$ cat src/rtl/irq_bank_pkg.sv
package irq_bank_pkg;
  localparam int LINES  = 32;
  localparam int IDX_W  = $clog2(LINES);
  localparam int ADDR_W = 10;

  localparam logic [ADDR_W-1:0] OFS_EN_SET = 10'h000;
  localparam logic [ADDR_W-1:0] OFS_EN_CLR = 10'h080;
  localparam logic [ADDR_W-1:0] OFS_PD_SET = 10'h100;
  localparam logic [ADDR_W-1:0] OFS_PD_CLR = 10'h180;

  typedef enum logic [2:0] {
    SEL_NONE,
    SEL_EN_SET,
    SEL_EN_CLR,
    SEL_PD_SET,
    SEL_PD_CLR
  } win_sel_e;

  function automatic win_sel_e win_decode(input logic [ADDR_W-1:0] a);
    win_sel_e s;
    case (a)
      OFS_EN_SET: s = SEL_EN_SET;
      OFS_EN_CLR: s = SEL_EN_CLR;
      OFS_PD_SET: s = SEL_PD_SET;
      OFS_PD_CLR: s = SEL_PD_CLR;
      default:    s = SEL_NONE;
    endcase
    return s;
  endfunction
endpackage

$ cat src/rtl/irq_regwin.sv
module irq_regwin
  import irq_bank_pkg::*;
(
  input  logic              bus_wr,
  input  logic [ADDR_W-1:0] bus_addr,
  input  logic [LINES-1:0]  bus_wdata,
  input  logic [LINES-1:0]  en_q,
  input  logic [LINES-1:0]  pend_q,
  output logic [LINES-1:0]  en_set,
  output logic [LINES-1:0]  en_clr,
  output logic [LINES-1:0]  pd_set,
  output logic [LINES-1:0]  pd_clr,
  output logic [LINES-1:0]  bus_rdata
);
  win_sel_e sel;

  always_comb begin
    sel    = win_decode(bus_addr);
    en_set = '0;
    en_clr = '0;
    pd_set = '0;
    pd_clr = '0;
    if (bus_wr) begin
      case (sel)
        SEL_EN_SET: en_set = bus_wdata;
        SEL_EN_CLR: en_clr = bus_wdata;
        SEL_PD_SET: pd_set = bus_wdata;
        SEL_PD_CLR: pd_clr = bus_wdata;
        default: ;
      endcase
    end
    case (sel)
      SEL_EN_SET, SEL_EN_CLR: bus_rdata = en_q;
      SEL_PD_SET, SEL_PD_CLR: bus_rdata = pend_q;
      default:                bus_rdata = '0;
    endcase
  end
endmodule

$ cat src/rtl/irq_capture.sv
module irq_capture
  import irq_bank_pkg::*;
#(
  parameter logic [LINES-1:0] LEVEL_MASK = 32'h0000FFFF
) (
  input  logic             clk,
  input  logic             rst_n,
  input  logic [LINES-1:0] irq_in,
  input  logic [LINES-1:0] clr_vec,
  output logic [LINES-1:0] hw_set
);
  logic [LINES-1:0] irq_q;

  always_ff @(posedge clk) begin
    if (!rst_n) irq_q <= '0;
    else        irq_q <= irq_in;
  end

  for (genvar i = 0; i < LINES; i++) begin : g_line
    if (LEVEL_MASK[i]) begin : g_level
      // a rising edge always sets; a held level yields to a clear for one cycle
      assign hw_set[i] = irq_in[i] & (~irq_q[i] | ~clr_vec[i]);
    end else begin : g_edge
      assign hw_set[i] = irq_in[i] & ~irq_q[i];
    end
  end
endmodule

$ cat src/rtl/irq_state.sv
module irq_state
  import irq_bank_pkg::*;
(
  input  logic             clk,
  input  logic             rst_n,
  input  logic [LINES-1:0] en_set,
  input  logic [LINES-1:0] en_clr,
  input  logic [LINES-1:0] pd_set,
  input  logic [LINES-1:0] pd_clr,
  output logic [LINES-1:0] en_q,
  output logic [LINES-1:0] pend_q
);
  always_ff @(posedge clk) begin
    if (!rst_n) begin
      en_q   <= '0;
      pend_q <= '0;
    end else begin
      en_q   <= en_set | (en_q & ~en_clr);
      pend_q <= pd_set | (pend_q & ~pd_clr);
    end
  end
endmodule

$ cat src/rtl/irq_bank.sv
module irq_bank
  import irq_bank_pkg::*;
#(
  parameter logic [LINES-1:0] LEVEL_MASK = 32'h0000FFFF
) (
  input  logic              clk,
  input  logic              rst_n,
  input  logic              bus_wr,
  input  logic [ADDR_W-1:0] bus_addr,
  input  logic [LINES-1:0]  bus_wdata,
  output logic [LINES-1:0]  bus_rdata,
  input  logic [LINES-1:0]  irq_in,
  input  logic              ack_valid,
  input  logic [IDX_W-1:0]  ack_idx,
  output logic [LINES-1:0]  req_out
);
  logic [LINES-1:0] en_q, pend_q;
  logic [LINES-1:0] en_set, en_clr, sw_pd_set, sw_pd_clr;
  logic [LINES-1:0] ack_vec, hw_set, pd_set_all, pd_clr_all;

  always_comb begin
    for (int i = 0; i < LINES; i++)
      ack_vec[i] = ack_valid && (ack_idx == IDX_W'(i));
  end

  assign pd_clr_all = sw_pd_clr | ack_vec;
  assign pd_set_all = sw_pd_set | hw_set;

  irq_regwin u_win (
    .bus_wr    (bus_wr),
    .bus_addr  (bus_addr),
    .bus_wdata (bus_wdata),
    .en_q      (en_q),
    .pend_q    (pend_q),
    .en_set    (en_set),
    .en_clr    (en_clr),
    .pd_set    (sw_pd_set),
    .pd_clr    (sw_pd_clr),
    .bus_rdata (bus_rdata)
  );

  irq_capture #(.LEVEL_MASK(LEVEL_MASK)) u_cap (
    .clk     (clk),
    .rst_n   (rst_n),
    .irq_in  (irq_in),
    .clr_vec (pd_clr_all),
    .hw_set  (hw_set)
  );

  irq_state u_state (
    .clk    (clk),
    .rst_n  (rst_n),
    .en_set (en_set),
    .en_clr (en_clr),
    .pd_set (pd_set_all),
    .pd_clr (pd_clr_all),
    .en_q   (en_q),
    .pend_q (pend_q)
  );

  assign req_out = en_q & pend_q;
endmodule

$ cat config.mk
export PLATFORM = sky130hd
export DESIGN_NAME = irq_bank
export DESIGN_NICKNAME = d
export VERILOG_FILES = /design/src/rtl/irq_bank_pkg.sv /design/src/rtl/irq_regwin.sv /design/src/rtl/irq_capture.sv /design/src/rtl/irq_state.sv /design/src/rtl/irq_bank.sv
export SDC_FILE = /design/constraint.sdc
export NUM_CORES = 1
export LEC_CHECK = 0
export ABC_AREA = 1
export BUFFER_PORTS_ARGS = -buffer_cell sky130_fd_sc_hd__buf_2
export CAP_MARGIN = 20
export CORE_ASPECT_RATIO = 1.1
export CORE_MARGIN = 2
export CORE_UTILIZATION = 48
export CTS_CLUSTER_SIZE = 14
export DETAILED_ROUTE_END_ITERATION = 6
export PLACE_DENSITY = 0.77
export REMOVE_ABC_BUFFERS = 1
export SLEW_MARGIN = 20
export SYNTH_ARGS = -nofsm -noshare
export SYNTH_HDL_FRONTEND = slang
export SYNTH_SLANG_ARGS = --single-unit
$ cat constraint.sdc
create_clock -name clk -period 1.3 [get_ports clk]
set_input_delay 0.26 -clock clk [delete_from_list [all_inputs] [get_ports clk]]
set_output_delay 0.26 -clock clk [all_outputs]
set_load 0.01 [all_outputs]
Word-level counts from Yosys, hierarchy flattened. Cells that the tools add are included.

Input port bits: 83. Output and inout bits: 64. Bits in registers: 96. Word-level logic and storage cells: 192.

Mux-type cells: 10. Reduce and logical (&&, ||, !) cells: 36. Equality and inequality tests: 38. Bitwise logic cells: 105.

Operator list (count): $mux W32 (8); $or A32 B32 Y32 (4); $and A32 B32 Y32 (3); $eq A5 B5 Y1 const B (16); $not A32 Y32 (2); $pmux W32 S2 (1); $not A1 Y1 (48); $eq A5 B4 Y1 const B (8); $and A1 B1 Y1 (32); $logic_and A1 B1 Y1 (32); $eq A10 B9 Y1 const B (2); $eq A5 B3 Y1 const B (4); $or A1 B1 Y1 (16); $pmux W3 S4 (1); $eq A10 B8 Y1 const B (1); $eq A5 B2 Y1 const B (2); $logic_not A10 Y1 (1); $eq A3 B2 Y1 const B (2); $eq A5 B1 Y1 const B (1); $logic_not A5 Y1 (1); $reduce_or A2 Y1 (2); $eq A3 B1 Y1 const B (1); $eq A3 B3 Y1 const B (1).

Depth between registers and ports, before layout. Gate-level depths: netlist (run 1).

Depth after elaboration: 11. Mapped depth: 10. Depth with buffers taken out: 10.

By module. Synthesis (run 1) repeated with hierarchy kept, for this count alone.

Cells, all modules: 1003. Area, all modules: 5726.7 um^2.

By module, submodules not included: irq_state (area an instance 2393.5 um^2, instances 1, seq. area each 1281.2 um^2, cells each 327); irq_regwin (area an instance 1187.4 um^2, instances 1, seq. area each 0.0 um^2, cells each 300); irq_capture (area an instance 1174.9 um^2, instances 1, seq. area each 640.6 um^2, cells each 163); irq_bank (area an instance 970.9 um^2, instances 1, seq. area each 0.0 um^2, cells each 213).

Worst setup path before layout (run 1). No wires, ideal clock.

Path type: input-to-output. Start: input port bus_addr[5]. End: output port bus_rdata[0]. Data required time: 1.040 ns. Data arrival time: 1.145 ns. Slack: -0.105 ns. Stages on the path: 8. Cells stage by stage: nor2_1 nand2_1 nor2_4 nand2_4 nand2_2 buf_4 nand2_1 nand2_1.

Cells in the longest elaborated chain, start to end: 5.

RTL lines: start: declaration (line irq_bank.sv:9) `input logic [ADDR_W-1:0] bus_addr,`; $eq A10 B9 Y1, or another cell as far along (line irq_bank_pkg.sv:21) `case (a)`; $pmux W3 S4 (*) (line irq_bank_pkg.sv:21); $eq A3 B2 Y1, or another cell as far along (line irq_regwin.sv:32) `case (sel)`; $reduce_or A2 Y1 (line irq_regwin.sv:32); $pmux W32 S2 (*) (line irq_regwin.sv:32); end: declaration (line irq_bank.sv:11) `output logic [LINES-1:0] bus_rdata,`.

Every way passes the cells marked *; elsewhere a longest branch is shown, timed or not.

Worst setup path in the final report (run 1).
Start: input port bus_addr[0]. End: output port bus_rdata[3].

The elaborated chain is that of the path after synthesis.

==> results of run 1 <==
[worst min-delay path, cell delays in order]
cell,delay (ns)
sky130_fd_sc_hd__buf_2,0.08
sky130_fd_sc_hd__nand2_1,0.04
sky130_fd_sc_hd__inv_1,0.04
[routing by layer]
layer | global-route usage | share of wire
met5 | 0 | 0
met4 | 0.0944 | 0.018
met3 | 0.0363 | 0.060
met2 | 0.446 | 0.49
met1 | 0.309 | 0.43
[what timing repair did]
action,CTS,global route
setup endpoints to repair,32,54
gates resized for setup,24,28
pin swaps,4,6
setup buffers,4,2
endpoints found under the hold margin,0,0
cloned,1,4
hold buffers,0,0
[power groups by stage]
stage	combinational [mW]	sequential (mW)	clock, mW
after floorplan	0.430	3.19	0
after global placement	0.816	3.21	0
after detailed placement	0.826	3.22	0
after CTS	0.856	3.15	2.97
after global routing	0.995	3.16	3.10
final	0.876	3.15	2.95
[logic make-up after synthesis]
| family | count (synthesis) | synth area share |
|---|---|---|
| flip-flops | 96 | 0.347 |
| AND/OR/NAND/NOR | 514 | 0.397 |
| buffers and inverters | 244 | 0.187 |
| AO/OA/AOI/OAI | 77 | 0.0697 |
[through the flow]
stage               cells  TNS (ns)  hold slack (ns)  utilization
finish               1238     -9.70            0.108        0.636
global route         1238    -11.90            0.109        0.636
CTS                  1233     -8.75            0.104        0.617
detailed placement   1212    -22.79            0.456        0.575
global placement     1212    -21.11            0.453        0.575
floorplan             885    -50.30            0.353            -
[worst max path at each step]
stage	end	depth (start not counted)	startpoint	slack, ns
final	bus_rdata[3]	11	bus_addr[0]	-0.33
after global routing	bus_rdata[8]	11	bus_addr[2]	-0.39
after CTS	bus_rdata[20]	11	bus_addr[1]	-0.29
after detailed placement	bus_rdata[31]	10	bus_addr[1]	-0.37
after global placement	bus_rdata[31]	10	bus_addr[1]	-0.36
after floorplan	bus_rdata[31]	7	bus_addr[1]	-1.01
[cells in the final DEF, fill, tap and decap left out, types with 2 or more instances in the layout]
cell type,instances
sky130_fd_sc_hd__nand2_2,16
sky130_fd_sc_hd__dfxtp_1,96
sky130_fd_sc_hd__nor2_1,22
sky130_fd_sc_hd__nand2_4,4
sky130_fd_sc_hd__buf_2,141
sky130_fd_sc_hd__o21ai_0,30
sky130_fd_sc_hd__clkbuf_1,2
sky130_fd_sc_hd__nand2_8,2
sky130_fd_sc_hd__or2_2,5
sky130_fd_sc_hd__a21oi_1,38
sky130_fd_sc_hd__bufinv_16,2
sky130_fd_sc_hd__buf_6,8
sky130_fd_sc_hd__nand2_1,316
sky130_fd_sc_hd__clkbuf_8,3
sky130_fd_sc_hd__buf_4,19
sky130_fd_sc_hd__nor2_2,2
sky130_fd_sc_hd__inv_1,197
sky130_fd_sc_hd__buf_12,13
sky130_fd_sc_hd__nand4_1,32
sky130_fd_sc_hd__clkbuf_16,13
sky130_fd_sc_hd__nand3_1,107
sky130_fd_sc_hd__o21ai_1,7
sky130_fd_sc_hd__nor2_4,8
[flip-flops by register name, indices dropped and copies added (netlist names)]
register	count
u_state.en_q	32
u_cap.irq_q	32
u_state.pend_q	32
[final cells by class]
type / instances / area (µm²) / share of cell area
clock inverter: 2 / 60.1 / 0.00829
tap: 150 / 188 / 0.0259
inverter: 198 / 743 / 0.103
timing repair buffer: 187 / 1340 / 0.185
multi-input combinational: 591 / 2710 / 0.375
clock buffer: 14 / 274 / 0.0378
sequential: 96 / 1920 / 0.265
==> metrics.csv, run 1 <==
metric,value,unit
worst reg2reg path startpoint,u_state.pend_q[10],
status,"complete, but fails checks",
CP max stage delay,0.18,ns
synth top area cells,"sky130_fd_sc_hd__dfxtp_1, sky130_fd_sc_hd__nand2_1, sky130_fd_sc_hd__inv_1",
worst-case register-to-register setup slack,0.20,ns
number of max-cap violations,0,
largest net degree at the start of global routing,51,
summed area of non-filler cells in the final layout,7240,µm²
"sum of internal, switching and leakage power",6.98,mW
remaining number of nets flagged by the antenna check after routing,0,
peak ir drop on the vdd network,0.000494,V
biggest area consumer among synthesized cells,sky130_fd_sc_hd__dfxtp_1,
most common cell in the synthesized netlist,sky130_fd_sc_hd__nand2_1,
antenna fix cells,0,
H-tree lvl count,3,
transition at the pin with the smallest max-transition slack,0.359,ns
critical path's slowest cell,sky130_fd_sc_hd__clkbuf_16,
number of cells on the worst hold path,3,
Pint,5.27,mW
Post-layout nets,1166,
synthesis-stage register bit count,96,
Post-synth EDFFs,0,
Clock transition at path regs,0.06,ns
starting utilization of the core area,0.487,
clock latency at the later pin of the worst-skew pair,0.34,ns
Clock Sink Count,96,
cell-by-cell listing of the critical path,"buf_2, nor2_4, nand2_4, nor2_4, buf_6, nand2_4, nand2_8, clkbuf_16, nand2_1, nand2_1, buf_2",
Fin. Hold Viols,0,
sequential fraction of design power,0.452,
beginning of the worst hold path,irq_in[27],
Std-Cell Core Area,11400,µm²
total cell area at the placement stage,6550,µm²
final critical-path share of the clock period,1.26,
Overflow after GRT,0,
final wirelength,16.4,mm
die width,106,µm
clock root buffer,sky130_fd_sc_hd__clkbuf_16,
WS Path Type,in -> out,
Pleak,4.42,nW
Tightest Hold Check Type,in -> reg,
share of cells above drive strength 1,0.221,
synth-to-layout area growth,30.6,%
synthesized area,5540,µm²
Syn Inst Count,931,
top fanout value on the critical path,8,
setup repair after global routing missed its margin,true,
relative slew slack,0.761,
most instantiated cells after synthesis,"sky130_fd_sc_hd__nand2_1, sky130_fd_sc_hd__inv_1, sky130_fd_sc_hd__nand3_1, sky130_fd_sc_hd__dfxtp_1, sky130_fd_sc_hd__a21oi_1",
post-route DRC violation count,0,
Core Rows,41,
post-DP HPWL,10.9,mm
per-cell via count in the routed design,4.93,
"Seq/Total Area, Yosys",0.347,
syn avg cell area,5.95,µm²
total of endpoints with negative setup slack in the final report,32,
part of the total power dissipated in combinational logic,0.126,
flip-flop cell with the highest count after synthesis,sky130_fd_sc_hd__dfxtp_1,
GRT Resource Usage Total,0.251,
maximum clock path buffer count,2,
die outline height,117,µm
power density over the cells,963,nW/µm²
Place WS,-0.367,ns
number of port buffers,146,
sort of element at the start of the critical path,input pin,
fraction of synthesized cell area taken by the top area cell type,0.347,
DRC marker count from the first detailed-route iteration,429,
share of async-settable or async-resettable flops after synthesis,0,
top cell family by delay on the critical path,simple AND/OR/NAND/NOR gates,
number of global-route vias before repair,5271,
failing checks,setup timing,
number of max-slew violations in the final report,0,
"crit path setup slack, layout",-0.332,ns
Max Fclk,613,MHz
Clock power frac,0.422,
final period demand of the worst path,1.63,ns
first drt pass iteration count,5,
post-synth cell types,21,
number of warning messages in the yosys log,0,
proportion of total power due to net switching,0.245,
count of fill cells added during filler insertion,1117,
number of top-level design ports,147,
sort of element at the end of the critical path,output port,
DR vias,6104,
WHS Endpoint,u_cap.irq_q[27],
CTS tree,built,
final weighted congestion of routability-driven global placement,0.803,
number of buffers created by CTS,9,
first-pass GRT wire length,24.8,mm
CP Buf/Inv Count,4,
worst endpoint required time,1.04,ns
Total Die Area,12400,µm²
initial antenna violation count,0,
arrival time of data at the critical path endpoint,1.37,ns
post-detailed-route wirelength per cell,13.3,µm
setup skew after layout,0.00238,ns
terminus of the critical flop-to-flop path,u_state.pend_q[10],
path depth of the worst reg2reg path,7,
sw power,1.71,mW
Note: power is estimated with default switching activity, not from simulation.
==> inputs of run 2 (changes only) <==
--- a/config.mk
+++ b/config.mk
@@ -9,11 +9,10 @@
 export BUFFER_PORTS_ARGS = -buffer_cell sky130_fd_sc_hd__buf_2
 export CAP_MARGIN = 20
 export CORE_ASPECT_RATIO = 1.1
-export CORE_MARGIN = 2
-export CORE_UTILIZATION = 48
+export CORE_UTILIZATION = 53
 export CTS_CLUSTER_SIZE = 14
 export DETAILED_ROUTE_END_ITERATION = 6
-export PLACE_DENSITY = 0.77
+export PLACE_DENSITY = 0.8
 export REMOVE_ABC_BUFFERS = 1
 export SLEW_MARGIN = 20
 export SYNTH_ARGS = -nofsm -noshare
==> constraint.sdc (replaced) <==
create_clock -name clk -period 1.8 [get_ports clk]
set_input_delay 0.36 -clock clk [delete_from_list [all_inputs] [get_ports clk]]
set_output_delay 0.36 -clock clk [all_outputs]
set_load 0.01 [all_outputs]
==> metrics.csv, run 2 (same netlist as run 1, synthesis figures left out) <==
metric,value,unit
status,"complete, but fails checks",
failing checks,setup timing,
clock latency at the later pin of the worst-skew pair,0.36,ns
Clock transition at path regs,0.10,ns
most frequent standard cell in the layout excluding fill and tap cells,sky130_fd_sc_hd__nand2_1,
final wirelength,15.9,mm
number of cells on the worst hold path,3,
cell-by-cell listing of the critical path,"buf_6, nor2_4, nand2_4, nor2_4, nand2_4, nand2_8, buf_12, nand2_2, o21ai_1, buf_2",
synth-to-layout area growth,24.8,%
Total Die Area,10900,µm²
number of max-cap violations,0,
starting utilization of the core area,0.553,
number of port buffers,146,
setup repair after global routing missed its margin,true,
relative slew slack,0.562,
Pleak,4.30,nW
WHS Endpoint,u_cap.irq_q[18],
number of top-level design ports,147,
final critical-path share of the clock period,1.02,
worst endpoint required time,1.44,ns
count of hold-fix buffers inserted at cts,0,
final period demand of the worst path,1.84,ns
H-tree lvl count,3,
final weighted congestion of routability-driven global placement,0.842,
die width,99.5,µm
post-detailed-route wirelength per cell,13.1,µm
Std-Cell Core Area,10000,µm²
beginning of the worst hold path,irq_in[18],
total of endpoints with negative setup slack in the final report,28,
setup skew after layout,0.0120,ns
power density over the cells,620,nW/µm²
transition at the pin with the smallest max-transition slack,0.657,ns
post-layout util,0.690,
sort of element at the end of the critical path,output port,
initial antenna violation count,1,
number of max-slew violations in the final report,0,
Core Rows,38,
critical path's slowest cell,sky130_fd_sc_hd__nor2_4,
die outline height,109,µm
first drt pass iteration count,6,
area of the multi-input gates,2760,µm²
DRC marker count from the first detailed-route iteration,411,
Tightest Hold Check Type,in -> reg,
remaining number of nets flagged by the antenna check after routing,0,
CP max stage delay,0.20,ns
maximum clock path buffer count,2,
post-DP HPWL,10.3,mm
number of buffers created by CTS,9,
Clock Sink Count,96,
placed cell count,1191,
DR vias,6144,
Post-layout nets,1152,
path depth of the worst reg2reg path,7,
antenna fix cells,0,
terminus of the critical flop-to-flop path,u_state.pend_q[6],
worst reg2reg path startpoint,u_state.pend_q[6],
peak ir drop on the vdd network,0.000408,V
count of fill cells added during filler insertion,923,
Max Fclk,543,MHz
CTS tree,built,
Fin. Hold Viols,0,
arrival time of data at the critical path endpoint,1.48,ns
largest net degree at the start of global routing,65,
summed negative setup slack over all endpoints,-0.435,ns
worst-case register-to-register setup slack,0.72,ns
top fanout value on the critical path,7,
number of non-filler instances in the completed layout,1214,
clock root buffer,sky130_fd_sc_hd__clkbuf_8,
Register Area,1920,µm²
first-pass GRT wire length,24.4,mm
number of global-route vias before repair,5187,
post-route DRC violation count,0,
WS Path Type,in -> out,
GRT Resource Usage Total,0.284,
share of cells above drive strength 1,0.221,
Overflow after GRT,0,
"crit path setup slack, layout",-0.0412,ns
sort of element at the start of the critical path,input pin,
"sum of internal, switching and leakage power",4.29,mW
per-cell via count in the routed design,5.06,
"leading cell types in the layout, fill and taps excluded","sky130_fd_sc_hd__nand2_1, sky130_fd_sc_hd__inv_1, sky130_fd_sc_hd__buf_2",
registers with the highest flip-flop counts,"u_cap.irq_q: 32 flops, u_state.en_q: 32 flops, u_state.pend_q: 32 flops",
[run 2: cell types whose count changed in the layout (fill, tap and decap cells not counted), moves of 5 or more]
cell and change:
sky130_fd_sc_hd__nand2_1 -11, sky130_fd_sc_hd__clkbuf_16 -10, sky130_fd_sc_hd__buf_12 -7, sky130_fd_sc_hd__clkbuf_8 +6, sky130_fd_sc_hd__nand2_2 +6, sky130_fd_sc_hd__nand2_4 +5
[run 2: report_power, final]
part / leakage [nW] / internal (mW) / switching [mW] / total [mW]
logic: 3.42 / 0.219 / 0.375 / 0.594
clock network: 0.0856 / 0.643 / 0.773 / 1.42
registers: 0.793 / 2.22 / 0.0612 / 2.28
[run 2: area by class of cell]
| class | instances | share of cell area |
|---|---|---|
| clock buffer | 11 | 0.0190 |
| inverter | 198 | 0.107 |
| timing repair buffer | 173 | 0.164 |
| multi-input combinational | 591 | 0.398 |
| sequential | 96 | 0.278 |
| clock inverter | 5 | 0.00832 |
| tap | 140 | 0.0253 |
[run 2: per-stage QoR]
stage / instance area, µm² / worst slack, ns / hold WS, ns
global route: 6920 / -0.0965 / 0.183
CTS: 6660 / -0.0184 / 0.184
finish: 6920 / -0.0412 / 0.189
floorplan: 5250 / -0.714 / 0.453
global placement: 6390 / -0.0386 / 0.471
detailed placement: 6390 / -0.0983 / 0.481
[run 2: worst max path at each step]
| stage | from | endpoint | slack (ns) | cells after the start |
|---|---|---|---|---|
| finish | bus_addr[0] | bus_rdata[31] | -0.04 | 10 |
| global route | bus_addr[0] | bus_rdata[31] | -0.1 | 10 |
| CTS | bus_addr[5] | bus_rdata[12] | -0.02 | 10 |
| detailed placement | bus_addr[1] | bus_rdata[31] | -0.1 | 10 |
| global placement | bus_addr[5] | bus_rdata[25] | -0.04 | 10 |
| floorplan | bus_addr[1] | bus_rdata[31] | -0.71 | 7 |
[run 2: critical path, delay by kind of cell]
family | cells | cell delay [ns]
AND/OR/NAND/NOR | 6 | 0.66
AO/OA/AOI/OAI | 1 | 0.07
buffers and inverters | 3 | 0.39
[run 2: what timing repair did]
item / 4_1_cts / 5_1_grt
resized for setup: 11 / 48
gates cloned: 1 / 4
buffers inserted: 2 / 0
pin swaps: 4 / 18
endpoints found under the setup margin: 32 / 32
[run 2: per-layer routing]
layer / global-route usage / vias to the layer above / share of wire
met5: 0 / - / 0.00082
met4: 0.0914 / 2 / 0.025
met3: 0.0397 / 35 / 0.083
met2: 0.477 / 282 / 0.47
met1: 0.377 / 2734 / 0.42
li1: - / 3091 / -
